--- src/rtl/rtc_cal_pkg.sv ---
package rtc_cal_pkg;
  localparam int AW = 4;
  localparam int RW = 16;

  localparam logic [AW-1:0] A_SEC    = 4'd0;
  localparam logic [AW-1:0] A_MIN    = 4'd1;
  localparam logic [AW-1:0] A_HOUR   = 4'd2;
  localparam logic [AW-1:0] A_WDAY   = 4'd3;
  localparam logic [AW-1:0] A_MDAY   = 4'd4;
  localparam logic [AW-1:0] A_MON    = 4'd5;
  localparam logic [AW-1:0] A_YEAR   = 4'd6;
  localparam logic [AW-1:0] A_COMMIT = 4'd7;
  localparam logic [AW-1:0] A_CTRL   = 4'd8;

  typedef struct packed {
    logic       leap;
    logic [7:0] year;
    logic [4:0] mon;
    logic [5:0] mday;
    logic [2:0] wday;
    logic [5:0] hour;
    logic [6:0] min;
    logic [6:0] sec;
  } cal_t;

  localparam cal_t CAL_RESET = '{leap: 1'b0, year: 8'h00, mon: 5'h01, mday: 6'h01,
                                 wday: 3'd0, hour: 6'h00, min: 7'h00, sec: 7'h00};

  // BCD increment of a two-digit value; no wrap handling here.
  function automatic logic [7:0] bcd_inc8(input logic [7:0] v);
    if (v[3:0] == 4'd9) return {v[7:4] + 4'd1, 4'd0};
    else                return {v[7:4], v[3:0] + 4'd1};
  endfunction

  // Last valid day of a BCD month.
  function automatic logic [5:0] month_last(input logic [4:0] mon, input logic leap);
    case (mon)
      5'h02:                      return leap ? 6'h29 : 6'h28;
      5'h04, 5'h06, 5'h09, 5'h11: return 6'h30;
      default:                    return 6'h31;
    endcase
  endfunction

  // (offset + 1970) mod 4 == 0  <=>  offset mod 4 == 2; offset = 10t+u => (2t+u) mod 4.
  function automatic logic leap_of(input logic [7:0] y);
    logic [5:0] s;
    s = {1'b0, y[7:4], 1'b0} + {2'b0, y[3:0]};
    return s[1:0] == 2'b10;
  endfunction
endpackage

--- src/rtl/rtc_prescaler.sv ---
module rtc_prescaler #(
  parameter int DIV = 32768
) (
  input  logic clk,
  input  logic rst,
  input  logic en,
  input  logic clr,
  output logic sec_tick
);
  localparam int CW = (DIV > 1) ? $clog2(DIV) : 1;
  localparam logic [CW-1:0] LAST = CW'(DIV - 1);

  logic [CW-1:0] cnt;

  assign sec_tick = en && !clr && (cnt == LAST);

  always_ff @(posedge clk) begin
    if (rst || clr)   cnt <= '0;
    else if (en)      cnt <= (cnt == LAST) ? '0 : cnt + 1'b1;
  end

  a_r2_count_range: assert property (@(posedge clk) disable iff (rst)
    cnt <= LAST);
  a_r2_clear_on_commit: assert property (@(posedge clk) disable iff (rst)
    clr |=> (cnt == '0));
endmodule

--- src/rtl/rtc_cal_shadow.sv ---
module rtc_cal_shadow
  import rtc_cal_pkg::*;
(
  input  logic          clk,
  input  logic          rst,
  input  logic          wr_en,
  input  logic [AW-1:0] addr,
  input  logic [RW-1:0] wdata,
  output cal_t          staged,
  output logic          mode24,
  output logic          commit
);
  logic unused_wbits;
  assign unused_wbits = ^wdata[RW-2:8];

  assign commit = wr_en && (addr == A_COMMIT) && wdata[RW-1];

  always_ff @(posedge clk) begin
    if (rst) begin
      staged <= CAL_RESET;
      mode24 <= 1'b1;
    end else if (wr_en) begin
      case (addr)
        A_SEC:  staged.sec  <= wdata[6:0];
        A_MIN:  staged.min  <= wdata[6:0];
        A_HOUR: staged.hour <= wdata[5:0];
        A_WDAY: staged.wday <= wdata[2:0];
        A_MDAY: staged.mday <= wdata[5:0];
        A_MON:  staged.mon  <= wdata[4:0];
        A_YEAR: begin
          staged.year <= wdata[7:0];
          staged.leap <= wdata[RW-1];
        end
        A_CTRL: mode24 <= wdata[0];
        default: ;
      endcase
    end
  end
endmodule

--- src/rtl/rtc_cal_counter.sv ---
module rtc_cal_counter
  import rtc_cal_pkg::*;
(
  input  logic clk,
  input  logic rst,
  input  logic load,
  input  cal_t staged,
  input  logic sec_tick,
  input  logic mode24,
  output cal_t now
);
  cal_t nxt;
  logic sec_wrap, min_wrap, day_carry, mday_end, mon_wrap;
  logic [5:0] hour_nxt;

  assign sec_wrap  = (now.sec == 7'h59);
  assign min_wrap  = sec_wrap && (now.min == 7'h59);
  assign day_carry = min_wrap && (mode24 ? (now.hour == 6'h23) : (now.hour == 6'h31));
  assign mday_end  = (now.mday == month_last(now.mon, now.leap));
  assign mon_wrap  = day_carry && mday_end && (now.mon == 5'h12);

  always_comb begin
    if (mode24) begin
      hour_nxt = (now.hour == 6'h23) ? 6'h00 : 6'(bcd_inc8({2'b0, now.hour}));
    end else if (now.hour[4:0] == 5'h11) begin
      hour_nxt = {~now.hour[5], 5'h12};
    end else if (now.hour[4:0] == 5'h12) begin
      hour_nxt = {now.hour[5], 5'h01};
    end else begin
      hour_nxt = {now.hour[5], 5'(bcd_inc8({3'b0, now.hour[4:0]}))};
    end
  end

  always_comb begin
    nxt     = now;
    nxt.sec = sec_wrap ? 7'h00 : 7'(bcd_inc8({1'b0, now.sec}));
    if (sec_wrap) nxt.min  = (now.min == 7'h59) ? 7'h00 : 7'(bcd_inc8({1'b0, now.min}));
    if (min_wrap) nxt.hour = hour_nxt;
    if (day_carry) begin
      nxt.wday = (now.wday == 3'd6) ? 3'd0 : now.wday + 3'd1;
      nxt.mday = mday_end ? 6'h01 : 6'(bcd_inc8({2'b0, now.mday}));
      if (mday_end)
        nxt.mon = (now.mon == 5'h12) ? 5'h01 : 5'(bcd_inc8({3'b0, now.mon}));
    end
    if (mon_wrap) begin
      nxt.year = (now.year == 8'h99) ? 8'h00 : bcd_inc8(now.year);
      nxt.leap = leap_of(nxt.year);
    end
  end

  always_ff @(posedge clk) begin
    if (rst)           now <= CAL_RESET;
    else if (load)     now <= staged;
    else if (sec_tick) now <= nxt;
  end

  a_r8_commit_loads: assert property (@(posedge clk) disable iff (rst)
    load |=> (now == $past(staged)));
  a_r3_sec_bcd: assert property (@(posedge clk) disable iff (rst)
    (now.sec[3:0] <= 4'd9) && (now.sec <= 7'h59));
  a_r5_mday_valid: assert property (@(posedge clk) disable iff (rst)
    (now.mday != 6'h00) && (now.mday <= 6'h31));
  a_r7_wday_range: assert property (@(posedge clk) disable iff (rst)
    now.wday <= 3'd6);
  a_r6_year_wrap: assert property (@(posedge clk) disable iff (rst)
    (sec_tick && !load && mon_wrap) |=> (now.mon == 5'h01) && (now.mday == 6'h01));
endmodule

--- src/rtl/bcd_cal_rtc.sv ---
module bcd_cal_rtc
  import rtc_cal_pkg::*;
#(
  parameter int TICK_DIV = 32768
) (
  input  logic          clk,
  input  logic          rst,
  input  logic          tick_32k,
  input  logic          wr_en,
  input  logic          rd_en,
  input  logic [AW-1:0] addr,
  input  logic [RW-1:0] wdata,
  output logic [RW-1:0] rdata
);
  cal_t staged, now;
  logic mode24, commit, sec_tick;

  rtc_prescaler #(.DIV(TICK_DIV)) presc_i (
    .clk(clk), .rst(rst), .en(tick_32k), .clr(commit), .sec_tick(sec_tick)
  );

  rtc_cal_shadow shadow_i (
    .clk(clk), .rst(rst), .wr_en(wr_en), .addr(addr), .wdata(wdata),
    .staged(staged), .mode24(mode24), .commit(commit)
  );

  rtc_cal_counter counter_i (
    .clk(clk), .rst(rst), .load(commit), .staged(staged),
    .sec_tick(sec_tick), .mode24(mode24), .now(now)
  );

  always_ff @(posedge clk) begin
    if (rst) begin
      rdata <= '0;
    end else if (rd_en) begin
      case (addr)
        A_SEC:   rdata <= RW'(now.sec);
        A_MIN:   rdata <= RW'(now.min);
        A_HOUR:  rdata <= RW'(now.hour);
        A_WDAY:  rdata <= RW'(now.wday);
        A_MDAY:  rdata <= RW'(now.mday);
        A_MON:   rdata <= RW'(now.mon);
        A_YEAR:  rdata <= {now.leap, 7'b0, now.year};
        A_CTRL:  rdata <= RW'(mode24);
        default: rdata <= '0;
      endcase
    end
  end

  a_r9_commit_reads_zero: assert property (@(posedge clk) disable iff (rst)
    (rd_en && addr == A_COMMIT) |=> (rdata == '0));
  a_r10_ctrl_readback: assert property (@(posedge clk) disable iff (rst)
    (rd_en && addr == A_CTRL) |=> (rdata == RW'(mode24)));
endmodule

--- config.mk ---
export PLATFORM = sky130hd
export DESIGN_NAME = bcd_cal_rtc
export DESIGN_NICKNAME = d
export VERILOG_FILES = /design/src/rtl/rtc_cal_pkg.sv /design/src/rtl/rtc_prescaler.sv /design/src/rtl/rtc_cal_shadow.sv /design/src/rtl/rtc_cal_counter.sv /design/src/rtl/bcd_cal_rtc.sv
export SDC_FILE = /design/constraint.sdc
export NUM_CORES = 1
export LEC_CHECK = 0
export BUFFER_PORTS_ARGS = -buffer_cell sky130_fd_sc_hd__buf_2
export CAP_MARGIN = 20
export CORE_ASPECT_RATIO = 0.5
export CORE_MARGIN = 2
export CORE_UTILIZATION = 45
export CTS_CLUSTER_DIAMETER = 80
export DETAILED_ROUTE_END_ITERATION = 10
export PLACE_DENSITY = 0.72
export SETUP_SLACK_MARGIN = 0.4
export SLEW_MARGIN = 10
export SYNTH_ARGS = -nofsm -noshare
export SYNTH_HDL_FRONTEND = slang
export SYNTH_SLANG_ARGS = --single-unit
export TNS_END_PERCENT = 10
--- constraint.sdc ---
create_clock -name clk -period 2.25 [get_ports clk]
set_input_delay 0.3375 -clock clk [delete_from_list [all_inputs] [get_ports clk]]
set_output_delay 0.3375 -clock clk [all_outputs]
set_load 0.03 [all_outputs]
# --- Word level (Yosys, flattened, before mapping) ---
# Index checks and enable logic that the tools add are counted.
classes:
  addsub: 16
  eq_ne: 32
  mux: 30
  n_bitwise: 1
  reduce_logical: 43
ops:
  columns: ["operator", "count"]
  rows:
  - ["case mux 16 bit (8 select lines)", 1]
  - ["two-way mux 43 bit", 2]
  - ["two-way mux 6 bit", 7]
  - ["two-way mux 7 bit", 5]
  - ["adder 4 x 1 -> 4 bit (second input constant)", 7]
  - ["== test 4 bit (second input constant)", 7]
  - ["AND reduction 2 bit", 13]
  - ["two-way mux 5 bit", 5]
  - ["two-way mux 8 bit", 3]
  - ["== test 5 bit (second input constant)", 4]
  - ["== test 4 x 3 -> 1 bit (second input constant)", 4]
  - ["adder 15 x 1 -> 15 bit (second input constant)", 1]
  - ["== test 15 bit (second input constant)", 1]
  - ["two-way mux 15 bit", 1]
  - ["nonzero test 3 bit", 5]
  - ["== test 7 bit (second input constant)", 2]
  - ["two-way mux 14 bit", 1]
  - ["== test 6 bit (second input constant)", 2]
  - ["case mux 6 bit (2 select lines)", 1]
  - ["AND reduction 4 bit", 3]
  - ["nonzero test 2 bit", 6]
  - ["== test 5 x 3 -> 1 bit (second input constant)", 2]
  - ["adder 3 x 1 -> 3 bit (second input constant)", 3]
  - ["two-way mux 9 bit", 1]
  - ["22 further kinds", 35]
word_totals:
  ff_bits: 118
  word_cells: 147

# --- Logic depth before layout (Yosys ltp) ---
# Gate-level depths: netlist (run 1).
depth:
  depth_word: 13
  depth_mapped: 10

# --- Hierarchy ---
# Synthesis (run 1) repeated with hierarchy kept, for this count alone.
hier_totals:
  hier_cells: 750
  hier_area_um2: 6337.3
modules_own_cells:
  columns: ["module", "instances", "cells_per_inst", "area_each_um2"]
  rows:
  - ["rtc_cal_counter", 1, 402, 2969.1]
  - ["rtc_cal_shadow", 1, 166, 1806.7]
  - ["bcd_cal_rtc", 1, 104, 869.6]
  - ["rtc_prescaler", 1, 78, 691.9]

# --- Worst setup path after synthesis (run 1) ---
# Ideal clock, no wire load.
synth_path:
  kind: "reg2reg"
  from: "register presc_i.cnt[0]"
  to: "register, netlist name counter_i.now[34]"
  setup_ns: 0.122
  t_arrival_ns: 2.248
  path_slack_ns: -0.120
  path_stages_with_launch: 9
  path_buffers: 1
  synth_period_minus_slack_ns: 2.370
  cell_sequence: "dfxtp_1 > ha_1 > and3_1 > clkbuf_1 > nor4b_2 > nand4_1 > nor4_2 > nor4b_1 > a311o_1"
synth_between:
  elab_chain_len: 4
synth_rtl:
  columns: ["element", "line_no", "rtl"]
  rows:
  - ["from (decl)", "rtc_prescaler.sv:13", "logic [CW-1:0] cnt;"]
  - ["from (signal assigned)", "rtc_prescaler.sv:19", "else if (en) cnt <= (cnt == LAST) ? '0 : cnt + 1'b1;"]
  - ["== test 15 bit", "rtc_prescaler.sv:15", "assign sec_tick = en && !clr && (cnt == LAST);"]
  - ["logical AND 1 bit", "rtc_prescaler.sv:15", null]
  - ["nonzero test 2 bit (no line)", null, null]
  - ["AND reduction 2 bit (no line)", null, null]
# No other way between the ends.
# A chain may end at the register's enable or synchronous reset.

# --- Worst setup path after layout (run 1) ---
layout_path:
  from: "register, netlist name counter_i.now[18]"
  to: "register, netlist name counter_i.now[37]"
layout_between:
  elab_chain_len: 7
  word_cells_on_any_way: 8
  classes_between: "eq/ne: 2; mux: 1; reduce/logical: 5"
layout_rtl:
  columns: ["element", "line_no", "rtl"]
  rows:
  - ["== test 6 bit", "rtc_cal_counter.sv:18", "assign day_carry = min_wrap && (mode24 ? (now.hour == 6'h23) : (now.hour == 6'h31));"]
  - ["two-way mux 1 bit *", "rtc_cal_counter.sv:18", null]
  - ["logical AND 1 bit *", "rtc_cal_counter.sv:18", null]
  - ["logical AND 1 bit * (2 in a row)", "rtc_cal_counter.sv:20", "assign mon_wrap = day_carry && mday_end && (now.mon == 5'h12);"]
  - ["nonzero test 2 bit (no line) *", null, null]
  - ["AND reduction 2 bit (no line) *", null, null]
# Every way passes the cells marked *; elsewhere a longest branch is shown, timed or not.

==> out/summary.md, run 1 <==
The area of the core is 13400 um2. Before antenna repair, the detailed router went through 5 iterations. The run finished with clean final reports. The sequential cells in the finished layout cover a total of 2253 um2. The tools report the largest voltage drop on the vdd net as 0.4038 mV. The run gives 24.63% as the all-layer global routing usage. The element type at the critical path end is a register. The count of max-cap constraint violations is 0, and the area of the die is 14570 um2. The tree is rooted in a sky130_fd_sc_hd__clkbuf_16. The cell area that synthesis handed to floorplanning was 6106 um2.

Entering global routing, the biggest net connects 92 pins. The power spent charging and discharging nets is 982.1 uW, and the total congestion overflow after global routing is 0. The number of warnings issued by yosys is 0, and the number of nets with antenna violations after routing is 0.

The initial antenna violation count is 1. Setup slack closes at 0.06004 ns. The clock-pin slew of the registers on the worst-case setup and hold paths came out at 0.07 ns. The run gives 1187 as the filler cell count in the final layout.

Port buffering added 26 buffers. The largest single stage delay on the critical path is 0.38 ns. After detailed placement, the total cell area comes to 6902 um2. Along the worst path, the maximum fanout reaches 5. The slowest stage of the critical path is the sky130_fd_sc_hd__or3b_4 cell. The clock passes through at most 2 buffers.

The initial utilization of the core area, before any placement, comes to 45.56%. Including well taps, the total number of placed cells is 998. For this run, the post-layout net count is 882. The tools report the CTS sink count as 111. The share of the clock period used by the worst path after layout came out at 97.33%. Measured along the x axis, the die boundary spans 168.7 um.

The required time of the critical path was 2.50 ns. The combinational power share came out at 8.2%. The later pin in the worst-skew pair is clocked with a latency of 0.36 ns.

In the synthesized netlist the dominant register cell turns out to be sky130_fd_sc_hd__dfxtp_1. The run gives 0.002733 uW as the standby leakage power. The tools report the critical path launch point type as a register. The total count of hold-check failures in the final report was 0. Counting flops and latches in the post-synthesis netlist gives 111.

For the hold-fix buffer count after cts, the log shows 0. The H-tree was split into 3 levels. After detailed routing, the number of remaining DRC violations is 0.

For the count of routing violations after the opening detailed-route iteration, the log shows 531. Of the total power, the clock network draws 39.7%. After detailed routing, the total wire length is 18290 um. Static timing analysis puts the maximum clock frequency at 456.6 MHz.

After technology mapping, the gate count stands at 773. Traced cell by cell, the critical path runs through ha_2, or3b_4, a211oi_4, nand4_1, nor4_4, buf_4, nor4b_1, a311o_1. After legalization and detailed placement, the total HPWL measured 12480 um.

The run gives 6072 as the total via count in the routed design. For this design the ratio of total power to cell area is 504.9 nW/um2. For the number of pins exceeding their max-slew limit in the final report, the log shows 0. TritonCTS built the clock tree.

In this run, flip-flops and latches consume 52.1% of the power. The share of synthesized area occupied by flip-flops and latches was 36.39%; the global placer's final weighted congestion was 0.9533. The share of flip-flops with an asynchronous set or reset after synthesis was 0%.

The setup-violating endpoint count in the final report was 0; the post-layout instance count excluding filler cells was 1022. TritonCTS created 9 clock buffers. Setup repair after global routing could not meet its margin everywhere. The area taken by multi-input logic gates came out at 3955 um2.

The worst setup path is of the reg2reg kind. Before CTS, the worst setup slack after placement is -0.07179 ns. The final critical delay including setup and external delays works out to 2.190 ns. The class of the worst hold path is in2reg.

Number of different library cells in the post-synthesis netlist: 71. With fillers left out, the area of the finished cells amounts to 7645 um2. The global-route wire length before repair was 28300 um. For the worst setup path, the data arrival time is 2.44 ns.

The mean post-synth cell area was 7.899 um2; the switching fraction of total power was 25.44%. Using the TritonRoute via totals, the vias-per-cell ratio works out to 5.941. On the final layout, the worst clock skew is 0.009165 ns. Total power for the finished layout comes to 3860 uW. The number of cell rows is 30. In the final layout, the share of cells above drive strength 1 is 26.51%. Yosys mapped a number of flops with a built-in enable equal to 0. Synthesis-to-layout area growth: 25.20%. The die height is 86.37 um, and the via count of the first global-routing pass is 5535. 41 I/O pins were placed.

The internal power was 2878 uW; the average routed wire per standard cell was 17.90 um.
kinds of logic after synthesis:
kind of cell / count (synthesis) / synth area share, %
AO/OA/AOI/OAI: 178 / 18.57
XOR/XNOR: 18 / 2.582
adder cells (fa/ha/maj): 17 / 3.484
buffers and inverters: 81 / 5.737
flip-flops: 111 / 36.39
multiplexers: 27 / 5.061
other: 1 / 0.06142
AND/OR/NAND/NOR: 340 / 28.11
flip-flops by register name, indices dropped and copies added (netlist names):
signal and count:
presc_i.cnt 15, shadow_i.staged 43, counter_i.now 43, shadow_i.mode24 1
rdata 9
worst paths after layout:
path / from / endpoint / slack (ns) / cells after the start
setup / recovery: counter_i.now[18]$_SDFFE_PP0P_ / counter_i.now[37]$_SDFFE_PP0P_ / 0.06 / 8
hold / removal: wdata[15] / shadow_i.staged[42]$_SDFFE_PP0P_ / 0.25 / 3
setup reg to reg: counter_i.now[18]$_SDFFE_PP0P_ / counter_i.now[37]$_SDFFE_PP0P_ / 0.06 / 8
hold reg to reg: shadow_i.staged[40]$_SDFFE_PP0P_ / shadow_i.staged[40]$_SDFFE_PP0P_ / 0.46 / 2
placed cells by master, fill, tap and decap left out, drive strengths merged, types with 3 or more instances in the layout:
master,count
inv,17
or3,3
mux2i,23
a311o,3
nor2b,7
a22oi,10
nor4b,5
and3b,4
nand2,90
a32oi,3
a21oi,78
and3,6
or3b,4
nor4,9
nor3b,7
nand4,10
clkinv,3
mux4,3
o211ai,6
o21ai,25
nor3,24
ha,17
nand2b,14
nor2,79
nand3,60
dfxtp,111
conb,7
a311oi,7
buf,114
xor2,11
o22ai,3
xnor2,7
or4,4
a2111oi,3
clkbuf,12
nand3b,6
a31oi,6
a211oi,16
power by group through the flow:
stage	logic (uW)	registers [uW]	clock network (uW)
4_1_cts	298	2010	1540
5_1_grt	339	2010	1620
6_report	315	2010	1530
3_5_place_dp	296	2060	0
3_3_place_gp	289	2060	0
2_1_floorplan	190	2050	0
what timing repair did:
| action | 4_1_cts | 5_1_grt |
|---|---|---|
| resized for setup | 11 | 93 |
| setup endpoints to repair | 54 | 55 |
| pin swaps | 7 | 55 |
| buffers inserted | 5 | 2 |
layer usage:
| layer | track usage (%) | vias up | routed length, um |
|---|---|---|---|
| met2 | 38.30 | 213 | 7965 |
| met1 | 34.21 | 2935 | 8468 |
| met3 | 5.251 | 30 | 1437 |
| met4 | 8.386 | 0 | 420 |
| met5 | 0 | - | 0 |
| li1 | - | 2894 | - |
cell usage after synthesis (all sizes together), types with 3 or more instances:
| cell | n | area (um2) |
|---|---|---|
| a311oi | 7 | 61.31 |
| xnor2 | 7 | 61.31 |
| mux4 | 3 | 67.56 |
| o21ai | 25 | 125.1 |
| nor4 | 9 | 90.09 |
| o22ai | 3 | 18.77 |
| or3 | 3 | 18.77 |
| mux2i | 23 | 230.2 |
| nor4b | 5 | 50.04 |
| clkbuf | 42 | 157.7 |
| ha | 17 | 212.7 |
| nand3 | 60 | 300.3 |
| nand2b | 14 | 90.09 |
| nand3b | 6 | 45.04 |
| buf | 22 | 128.9 |
| nand4 | 10 | 62.56 |
| a21oi | 78 | 390.4 |
| o211ai | 6 | 45.04 |
| nor2b | 7 | 43.79 |
| or4 | 4 | 30.03 |
| and3 | 6 | 37.54 |
| a311o | 3 | 30.03 |
| a32oi | 3 | 26.28 |
| or3b | 4 | 35.04 |
| a22oi | 10 | 75.07 |
| a2111oi | 3 | 45.05 |
| xor2 | 11 | 96.34 |
| and3b | 4 | 35.03 |
| nor2 | 79 | 296.5 |
| nand2 | 90 | 337.8 |
| a211oi | 16 | 120.1 |
| nor3b | 7 | 57.55 |
| dfxtp | 111 | 2222 |
| nor3 | 24 | 125.1 |
| a31oi | 6 | 37.54 |
| inv | 16 | 60.05 |
worst max-delay path: cells and delay by family (launching register included):
kind / cells / cell delay [ns]
and+or+nand+nor: 4 / 0.85
AOI/OAI and AO/OA: 2 / 0.56
DFF: 1 / 0.34
buffers and inverters: 1 / 0.19
adders and majority gates: 1 / 0.15
stage by stage:
stage               util [%]   TNS, ns  hold WS, ns
detailed placement     51.50   -0.2642       0.4475
global route           57.03  -0.07387       0.2615
finish                 57.05         0       0.2548
floorplan                  -         0       0.4362
CTS                    54.06         0       0.2491
global placement       51.50         0       0.4440
layout make-up:
| type | count | share of cell area (%) |
|---|---|---|
| Multi-Input combinational cell | 587 | 51.73 |
| Sequential cell | 111 | 29.48 |
| Timing Repair Buffer | 114 | 11.39 |
| Clock buffer | 12 | 3.224 |
| Tap cell | 176 | 2.881 |
| Inverter | 17 | 0.8674 |
| Clock inverter | 4 | 0.3928 |
| Antenna cell | 1 | 0.03273 |
Power figures use the tool's default switching activity.
==> run 2: changes to the inputs <==
--- a/config.mk
+++ b/config.mk
@@ -8,11 +8,10 @@
 export BUFFER_PORTS_ARGS = -buffer_cell sky130_fd_sc_hd__buf_2
 export CAP_MARGIN = 20
 export CORE_ASPECT_RATIO = 0.5
-export CORE_MARGIN = 2
 export CORE_UTILIZATION = 45
 export CTS_CLUSTER_DIAMETER = 80
 export DETAILED_ROUTE_END_ITERATION = 10
-export PLACE_DENSITY = 0.72
+export PLACE_DENSITY = 0.69
 export SETUP_SLACK_MARGIN = 0.4
 export SLEW_MARGIN = 10
 export SYNTH_ARGS = -nofsm -noshare
==> constraint.sdc (replaced) <==
create_clock -name clk -period 2.4 [get_ports clk]
set_input_delay 0.36 -clock clk [delete_from_list [all_inputs] [get_ports clk]]
set_output_delay 0.36 -clock clk [all_outputs]
set_load 0.03 [all_outputs]
==> run 2 against run 1 <==
Effect of this change: sequential share of layout area up 0.81 points; worst setup slack better by 0.090 ns; die area shrank 3.5%; cell count fell by 1.2%; non-clock buffer count shrank 5; first-iteration DRC count rose by 44%; fmax is 2.7% lower; largest cell class unchanged.
==> out/summary.md, run 2 (synthesis results as in run 1) <==
The worst pin sits at a relative slew slack of 51.74%. The die width was 166.7 um; the depth of the most critical reg-to-reg path was 10. The setup TNS after final layout is 0 ns, and the worst hold slack after final layout is 0.2543 ns. After detailed routing, the number of remaining DRC violations is 0. The number of pins exceeding their max-slew limit in the final report came out at 0. The cell family contributing the most delay on the critical path is simple AND/OR/NAND/NOR gates. The reg2reg setup slack was 0.15 ns. Count of buffers from port buffering: 26. The initial antenna violation count came out at 1. Number of nets with antenna violations after routing: 0. STA classifies the critical path endpoint as a register.

The slew at the pin closest to its max-slew limit came out at 0.7223 ns. For this run, the top clock speed supported by timing is 444.4 MHz. The final critical path takes up 93.76% of the cycle. The total count of hold-check failures in the final report was 0; the number of cells in the design after placement was 976.

Measured along the y axis, the die boundary spans 84.37 um. The analysis attributes to cell leakage a power of 0.002657 uW. In the final routed layout, each cell accounts on average for 18.60 um. Clock skew on the completed layout was measured at 0.008366 ns. The clock-pin slew of the registers on the worst-case setup and hold paths was 0.08 ns; the number of buffer and inverter stages on the critical path was 3. The root buffer cell was sky130_fd_sc_hd__clkbuf_16. The tree built by TritonCTS fans out to 111 sinks. The power density over the cells was 503.9 nW/um2; the total congestion overflow after global routing was 0. The maximum level of the CTS H-tree was 3.

The run gives 26.34% as the all-layer global routing usage. The critical path data arrival time was 2.51 ns; the final critical delay including setup and external delays was 2.250 ns. On the worst path, the slowest cell contributes a delay of 0.35 ns.

The tools report the setup-violating endpoint count in the final report as 0. The path class of the tightest hold or removal check is in2reg. Cells with a size suffix above 1 make up 22.86% of the layout. Following the worst setup path forward leads to its endpoint at counter_i.now[39]$_SDFFE_PP0P_. Walking the worst path, the cells encountered are inv_2, ha_2, nand4_1, nor4b_4, buf_4, nand4_1, nor4_2, buf_4, nor3_1, nor4_1.

At the end of routability-driven placement, the weighted congestion stood at 0.9445. For this design, the CTS-stage hold fixing added 0 buffers. Clock latency on the worst-skew pair, taken at its later pin, is 0.36 ns.

Setup repair after global routing could not meet its margin everywhere. The run finished with clean final reports. The initialized floorplan defines 29 standard-cell rows. After detailed routing, the total wire length is 18780 um. For the required time of the critical path, the log shows 2.66 ns. The logs give 0.3875 mV for the largest voltage drop on the vdd net and 12950 um2 for the area of the core. The tools report the destination of the worst register-to-register timing path as counter_i.now[39]$_SDFFE_PP0P_. The first global-routing pass estimated 29170 um of wire. For the filler cell count in the final layout, the log shows 1160. In this run the cell area measured after placement is 6749 um2.

The logic depth of the worst path, buffers included works out to 10. Measured on the finished design, the core utilization comes to 57.54%. The run gives 7453 um2 as the design area. Count of routing violations after the opening detailed-route iteration: 765.

The start-to-end type of the worst setup path was reg2reg. Leaving out fill and tap cells, the most frequent cells in the layout are sky130_fd_sc_hd__dfxtp_1 (95), sky130_fd_sc_hd__nand2_1 (90), sky130_fd_sc_hd__nor2_1 (79), sky130_fd_sc_hd__a21oi_1 (77), sky130_fd_sc_hd__buf_4 (76). The area of the die is 14070 um2, and the number of optimization iterations in the first detailed-route pass is 6.

The library cell used most frequently in the layout, excluding fill and tap cells, is sky130_fd_sc_hd__dfxtp_1. The tools report the critical path launch point type as a register. The tool flagged a number of max-cap violations equal to 0.

Clock tree synthesis inserted a total of 9 buffers. Once detailed placement completed, the half-perimeter wirelength came to 12720 um. The synthesis-to-layout area growth was 22.07%.

The maximum root-to-sink buffer count is 2, and the total via count in the routed design is 6093. The via count of the first global-routing pass came out at 5556. Tracing the worst setup path back leads to its startpoint at counter_i.now[12]$_SDFFE_PP0P_. The tools report the final-stage net count as 877. In the final layout, the registers with the most flip-flops are counter_i.now (43), shadow_i.staged (43), presc_i.cnt (15). In this run the critical register-to-register path is launched from counter_i.now[12]$_SDFFE_PP0P_. TritonCTS built the clock tree. The critical-path cell with the highest stage delay was sky130_fd_sc_hd__nor4b_4.

The finished layout holds 1010 standard cells, fillers aside. The via density per instance works out to 6.033. The run gives 92 as the largest net degree at the start of global routing.

For this configuration, the core starts out at a cell density of 47.14%. The run gives 0 as the number of antenna diodes. The maximum fanout encountered on the critical timing path was 4.

The top-level port count was 41.
[run 2: layout make-up]
type | instances | area, um2 | area share [%]
Tap cell | 170 | 212.7 | 2.854
Multi-Input combinational cell | 587 | 3816 | 51.20
Sequential cell | 111 | 2257 | 30.28
Timing Repair Buffer | 109 | 797.0 | 10.69
Clock buffer | 10 | 229.0 | 3.072
Clock inverter | 6 | 75.07 | 1.007
Inverter | 17 | 66.31 | 0.8897
[run 2: worst min-delay path by stage]
stage	from	to	slack, ns	cells after the start
2_1_floorplan	shadow_i.staged[34]$_SDFFE_PP0P_	shadow_i.staged[34]$_SDFFE_PP0P_	0.44	2
3_3_place_gp	shadow_i.staged[34]$_SDFFE_PP0P_	shadow_i.staged[34]$_SDFFE_PP0P_	0.44	2
3_5_place_dp	shadow_i.staged[5]$_SDFFE_PP0P_	shadow_i.staged[5]$_SDFFE_PP0P_	0.45	2
4_1_cts	wdata[7]	shadow_i.staged[41]$_SDFFE_PP0P_	0.25	3
5_1_grt	wdata[7]	shadow_i.staged[41]$_SDFFE_PP0P_	0.28	3
6_report	wdata[7]	shadow_i.staged[41]$_SDFFE_PP0P_	0.25	3
[run 2: repair_timing]
| item | CTS | global route |
|---|---|---|
| gates cloned | 0 | 0 |
| setup buffers | 6 | 12 |
| gates resized for setup | 19 | 44 |
| pin swaps | 17 | 15 |
| setup endpoints to repair | 49 | 52 |
[run 2: power by group]
group,total (uW),internal [uW],switching [uW]
Sequential,1880,1860,28.5
Clock,1580,831,749
Combinational,291,95.5,196
[run 2: tightest hold or removal path, cell delays in order]
cell and delay (ns):
sky130_fd_sc_hd__buf_2 0.10, sky130_fd_sc_hd__nand3_1 0.05, sky130_fd_sc_hd__a21oi_1 0.05
[run 2: per-layer routing]
metal | vias up | share of wire (%) | GRT usage, %
li1 | 2895 | - | -
met1 | 2901 | 46 | 36.86
met2 | 253 | 43 | 39.61
met3 | 42 | 8.9 | 6.129
met4 | 2 | 2.4 | 9.343
met5 | - | 0.059 | 0
[run 2: through the flow]
stage                     total power [uW]  worst slack [ns]
final                                 3756            0.1497
after global routing                  3882           0.03976
after CTS                             3753            0.2405
after detailed placement              2203          0.004029
after global placement                2197           0.06342
after floorplan                       2102            0.2086
